<file path="config.mk">
export PLATFORM = sky130hd
export DESIGN_NAME = gfx_irq_ctrl
export DESIGN_NICKNAME = d
export VERILOG_FILES = /design/src/rtl/irqc_pkg.sv /design/src/rtl/irqc_status_bit.sv /design/src/rtl/irqc_enable_reg.sv /design/src/rtl/irqc_bus_decode.sv /design/src/rtl/gfx_irq_ctrl.sv
export SDC_FILE = /design/constraint.sdc
export NUM_CORES = 1
export LEC_CHECK = 0
export BUFFER_PORTS_ARGS = -buffer_cell sky130_fd_sc_hd__clkbuf_2
export CORE_MARGIN = 5
export CORE_UTILIZATION = 34
export CTS_CLUSTER_DIAMETER = 100
export DETAILED_ROUTE_END_ITERATION = 6
export PLACE_DENSITY_LB_ADDON = 0.1
export SYNTH_ARGS = -nofsm -noshare
export SYNTH_HDL_FRONTEND = slang
export SYNTH_SLANG_ARGS = --single-unit
</file>
<file path="constraint.sdc">
create_clock -name clk -period 2.54 [get_ports clk]
set_clock_uncertainty 0.2 [all_clocks]
set_input_delay 0.254 -clock clk [delete_from_list [all_inputs] [get_ports clk]]
set_output_delay 0.254 -clock clk [all_outputs]
set_load 0.03 [all_outputs]
</file>
<file path="src/rtl/irqc_pkg.sv">
package irqc_pkg;
  localparam int unsigned NUM_SRC = 3;
  localparam int unsigned DATA_W  = 32;
  localparam int unsigned ADDR_W  = 2;

  // bit positions of the sources
  localparam int unsigned SRC_OOM   = 0;
  localparam int unsigned SRC_FLUSH = 1;
  localparam int unsigned SRC_FRAME = 2;

  typedef enum logic [ADDR_W-1:0] {
    A_PEND   = 2'd0,
    A_EN_SET = 2'd1,
    A_EN_CLR = 2'd2,
    A_NONE   = 2'd3
  } reg_addr_e;
endpackage

</file>
<file path="src/rtl/irqc_status_bit.sv">
module irqc_status_bit (
  input  logic clk,
  input  logic rst_n,
  input  logic evt_i,
  input  logic clr_i,
  output logic stat_o
);
  logic stat_q;
  logic stat_d;
  logic stat_ce;

  always_comb begin
    stat_ce = evt_i | clr_i;
    // an event wins over a simultaneous clear
    stat_d  = evt_i | (stat_q & ~clr_i);
  end

  always_ff @(posedge clk or negedge rst_n) begin
    if (!rst_n)       stat_q <= 1'b0;
    else if (stat_ce) stat_q <= stat_d;
  end

  assign stat_o = stat_q;

  p_evt_sets_r9: assert property (@(posedge clk) disable iff (!rst_n)
    evt_i |=> stat_o);
  p_clr_drops_r3: assert property (@(posedge clk) disable iff (!rst_n)
    (clr_i && !evt_i) |=> !stat_o);
  p_hold_r2: assert property (@(posedge clk) disable iff (!rst_n)
    (!clr_i && !evt_i) |=> $stable(stat_o));
endmodule

</file>
<file path="src/rtl/irqc_enable_reg.sv">
module irqc_enable_reg #(
  parameter int unsigned W = 3
) (
  input  logic         clk,
  input  logic         rst_n,
  input  logic [W-1:0] set_i,
  input  logic [W-1:0] clr_i,
  output logic [W-1:0] en_o
);
  logic [W-1:0] en_q;
  logic [W-1:0] en_d;
  logic         en_ce;

  always_comb begin
    en_ce = (|set_i) | (|clr_i);
    en_d  = (en_q | set_i) & ~clr_i;
  end

  always_ff @(posedge clk or negedge rst_n) begin
    if (!rst_n)     en_q <= '0;
    else if (en_ce) en_q <= en_d;
  end

  assign en_o = en_q;

  for (genvar i = 0; i < W; i++) begin : g_chk
    p_set_r5: assert property (@(posedge clk) disable iff (!rst_n)
      (set_i[i] && !clr_i[i]) |=> en_o[i]);
    p_clr_r6: assert property (@(posedge clk) disable iff (!rst_n)
      clr_i[i] |=> !en_o[i]);
    p_keep_r5: assert property (@(posedge clk) disable iff (!rst_n)
      (!set_i[i] && !clr_i[i]) |=> $stable(en_o[i]));
  end
endmodule

</file>
<file path="src/rtl/irqc_bus_decode.sv">
module irqc_bus_decode
  import irqc_pkg::*;
(
  input  logic [ADDR_W-1:0]  addr_i,
  input  logic               we_i,
  input  logic [DATA_W-1:0]  wdata_i,
  input  logic [NUM_SRC-1:0] stat_i,
  input  logic [NUM_SRC-1:0] en_i,
  output logic [NUM_SRC-1:0] stat_clr_o,
  output logic [NUM_SRC-1:0] en_set_o,
  output logic [NUM_SRC-1:0] en_clr_o,
  output logic [DATA_W-1:0]  rdata_o
);
  localparam int unsigned PAD_W = DATA_W - NUM_SRC;

  logic [NUM_SRC-1:0] wbits;
  reg_addr_e          sel;

  always_comb begin
    wbits      = wdata_i[NUM_SRC-1:0];
    sel        = reg_addr_e'(addr_i);
    stat_clr_o = '0;
    en_set_o   = '0;
    en_clr_o   = '0;
    if (we_i) begin
      unique case (sel)
        A_PEND:   stat_clr_o = wbits;
        A_EN_SET: en_set_o   = wbits;
        A_EN_CLR: en_clr_o   = wbits;
        default:  ;
      endcase
    end
  end

  always_comb begin
    unique case (sel)
      A_PEND:             rdata_o = {{PAD_W{1'b0}}, stat_i};
      A_EN_SET, A_EN_CLR: rdata_o = {{PAD_W{1'b0}}, en_i};
      default:            rdata_o = '0;
    endcase
  end

  always_comb begin
    a_one_target_r11: assert ($countones({|stat_clr_o, |en_set_o, |en_clr_o}) <= 1);
  end
endmodule

</file>
<file path="src/rtl/gfx_irq_ctrl.sv">
module gfx_irq_ctrl
  import irqc_pkg::*;
(
  input  logic              clk,
  input  logic              rst_n,
  input  logic [ADDR_W-1:0] bus_addr,
  input  logic              bus_we,
  input  logic [DATA_W-1:0] bus_wdata,
  output logic [DATA_W-1:0] bus_rdata,
  input  logic              flush_done_i,
  input  logic              frame_done_i,
  input  logic              oom_level_i,
  output logic              irq_o
);
  logic [NUM_SRC-1:0] evt;
  logic [NUM_SRC-1:0] stat;
  logic [NUM_SRC-1:0] en;
  logic [NUM_SRC-1:0] stat_clr;
  logic [NUM_SRC-1:0] en_set;
  logic [NUM_SRC-1:0] en_clr;
  logic               irq_d;
  logic               irq_q;

  always_comb begin
    evt            = '0;
    evt[SRC_OOM]   = oom_level_i;
    evt[SRC_FLUSH] = flush_done_i;
    evt[SRC_FRAME] = frame_done_i;
  end

  irqc_bus_decode u_dec (
    .addr_i     (bus_addr),
    .we_i       (bus_we),
    .wdata_i    (bus_wdata),
    .stat_i     (stat),
    .en_i       (en),
    .stat_clr_o (stat_clr),
    .en_set_o   (en_set),
    .en_clr_o   (en_clr),
    .rdata_o    (bus_rdata)
  );

  for (genvar i = 0; i < NUM_SRC; i++) begin : g_src
    irqc_status_bit u_bit (
      .clk    (clk),
      .rst_n  (rst_n),
      .evt_i  (evt[i]),
      .clr_i  (stat_clr[i]),
      .stat_o (stat[i])
    );
  end

  irqc_enable_reg #(.W(NUM_SRC)) u_en (
    .clk   (clk),
    .rst_n (rst_n),
    .set_i (en_set),
    .clr_i (en_clr),
    .en_o  (en)
  );

  always_comb irq_d = |(stat & en);

  always_ff @(posedge clk or negedge rst_n) begin
    if (!rst_n) irq_q <= 1'b0;
    else        irq_q <= irq_d;
  end

  assign irq_o = irq_q;

  p_irq_rise_r8: assert property (@(posedge clk) disable iff (!rst_n)
    (|(stat & en)) |=> irq_o);
  p_irq_quiet_r8: assert property (@(posedge clk) disable iff (!rst_n)
    !(|(stat & en)) |=> !irq_o);
  p_oom_sticky_r4: assert property (@(posedge clk) disable iff (!rst_n)
    oom_level_i |=> stat[SRC_OOM]);
endmodule

</file>
==> flow_summary.ini <==
[timing]
rsz0062_at_grt = no
setup_viol = 0
min_period_ns = 1.63
finalCritPeriodShare = 0.640
slew_viol_final = 0
finalHoldViolCount = 0
max_freq_mhz = 615
setup-tns-final_ns = 0

[floorplan]
std_cell_rows = 15
die_h_um = 51.5
chipWidth_um = 51.5
initial_core_util = 0.350
fp.coreArea_sq_um = 1670
die-area_sq_um = 2650
ios = 73

[drt]
dr_total_vias = 399
drt_iter0_drc = 5
first_pass_iters = 4
ant_nets = 0
drt_wl_total_um = 1020
drc = 0
wire_per_inst_um = 10.1
via_per_inst = 3.95

[placement]
io_buffers = 14
gp_congestion = 0.778
place_area_sq_um = 556
dp.final_hpwl_um = 854

[yosys]
syn_area_sq_um = 584
ys_seq_area_frac = 0.300
synth_edf_count = 0
netlist.area_leader.share = 0.385
yosys-top-cells-area = buf_4 (39%), dfrtp_1 (30%), ha_1 (8.6%), a31oi_1 (6.4%), a21o_1 (3.9%)
synthDistinctLibCells = 11
synth_seq_cells = 7
yosys_warnings = 0
syn_avg_cell_area_sq_um = 9.13
yosysTopAreaCell = buf_4
ys_top_cells_by_count = buf_4 (30), dfrtp_1 (7), a31oi_1 (6)
ys.flop_type = dfrtp_1
netlist_instances = 64
ys_async_sr_fraction = 1.00
synth_most_common_cell = buf_4

[cts]
path_clk_slew_ns = 0.05
cts_resized = 0
cts_tree = done
clkLatencyLatePin_ns = 0.24
cts_buffers = 3
clk_path_buf_depth = 2
cts.htree.levels = 1
cts_setup_buffers = 0
clkSinkCount = 7
clockRootBuffer = clkbuf_4

[global_routing]
track_usage = 0.0734
grt-ovfl-total = 0
grt_pass1_vias = 334
grt_use_met2 = 0.106
use_met1 = 0.0872
grt_busiest_layer = met2
antenna_found_initial = 0
grtUsageMet3 = 0.0292
grt_pass1_wl_um = 1380
grt_max_degree = 10

[run_status]
run_status = finished, final reports clean

[power_and_ir_drop]
peakVddDrop_mv = 0.177
p_leak_nw = 0.336
cellPowerDensity_nw_per_um2 = 597

[finish]
nets = 129
final_layout_size_suffix_gt1_frac = 0.202
n_antenna_cell = 0
post-route-util = 0.372
final_area_sq_um = 622
synthToLayoutAreaGrowth_pct = 6.42

[setup_path]
critPathMaxFanout = 3
crit_path_start_kind = primary input
critical_path_required_ns = 2.09
crit_type = in -> out
end_kind = output port
critPathArrivalTime_ns = 1.17

[hold_path]
hold_class = in -> reg

[job]
maxCapViolCount = 0
[logic make-up (layout without fill, tap and decap cells)]
group / count (synthesis) / count (layout) / synth area share
compound gates: 13 / 13 / 0.158
fa+ha+maj: 4 / 4 / 0.0857
buf+inv: 33 / 25 / 0.405
flops: 7 / 7 / 0.300
other cells: 1 / 29 / 0.00642
simple gates: 6 / 6 / 0.0450
[layout by cell type (no fill, tap or decap)]
cell type      instances
clkbuf_4               3
clkbuf_1               1
a31oi_1                6
nand3_1                3
a21o_1                 3
conb_1                29
a22oi_1                3
ha_1                   4
a222oi_1               1
inv_1                  3
dlygate4sd3_1          4
nor2_1                 3
dfrtp_1                7
clkbuf_2              14
[sequential cells by signal, summed over array words and instances, names as in the netlist]
register            cells
g_src.u_bit.stat_o      3
irq_o                   1
u_en.en_o               3
[path summary, 6_finish.rpt]
| check | from | to | slack [ns] | cells after the start |
|---|---|---|---|---|
| worst max-delay path | bus_addr[0] | bus_rdata[0] | 0.91 | 6 |
| worst min-delay path | bus_wdata[0] | u_en.en_o[0] | 0.04 | 2 |
| worst max register to register | g_src[1].u_bit.stat_o | irq_o | 1.39 | 2 |
| worst min register to register | g_src[0].u_bit.stat_o | g_src[0].u_bit.stat_o | 0.31 | 1 |
| max in group asynchronous | rst_n | u_en.en_o[2] | 1.79 | 2 |
| min in group asynchronous | rst_n | irq_o | 0.18 | 2 |
[where the power goes]
group	leakage [nW]	internal [mW]	total (mW)	switching [mW]
Combinational	0.248	0.0335	0.139	0.105
Sequential	0.0732	0.126	0.136	0.00952
Clock	0.0150	0.0597	0.0972	0.0375
[area by class of cell]
class                   instances  area (sq um)
fillers                       176          1050
inverters                       3          11.3
clock buffers                   4          26.3
multi-input cells              52           278
well taps                      17          21.3
repair buffers                 18           110
flip-flops and latches          7           175
[repair_timing]
item                                    4_1_cts  5_1_grt
endpoints found under the setup margin        0        0
hold endpoints to repair                     10        0
hold buffers                                  4        0
[metal layers]
metal  vias up  routed length, um
met5         -                  0
met4         0                 10
met3         2                120
met2        24                474
met1       175                419
li1        198                  -
[critical path, cell delays in order]
cell      delay, ns
clkbuf_2       0.11
inv_1          0.06
ha_1           0.32
a22oi_1        0.19
nor2_1         0.05
clkbuf_2       0.18
[metrics by stage]
stage	total power, mW	instances	worst slack (ns)	hold slack (ns)
2_1_floorplan	0.277	92	1.01	-0.242
3_3_place_gp	0.271	93	0.917	-0.0947
3_5_place_dp	0.271	93	0.902	-0.0990
4_1_cts	0.377	101	0.905	0.0260
5_1_grt	0.400	101	0.826	0.0204
6_report	0.371	101	0.915	0.0357
No activity file was read; power rests on OpenSTA's default activity.
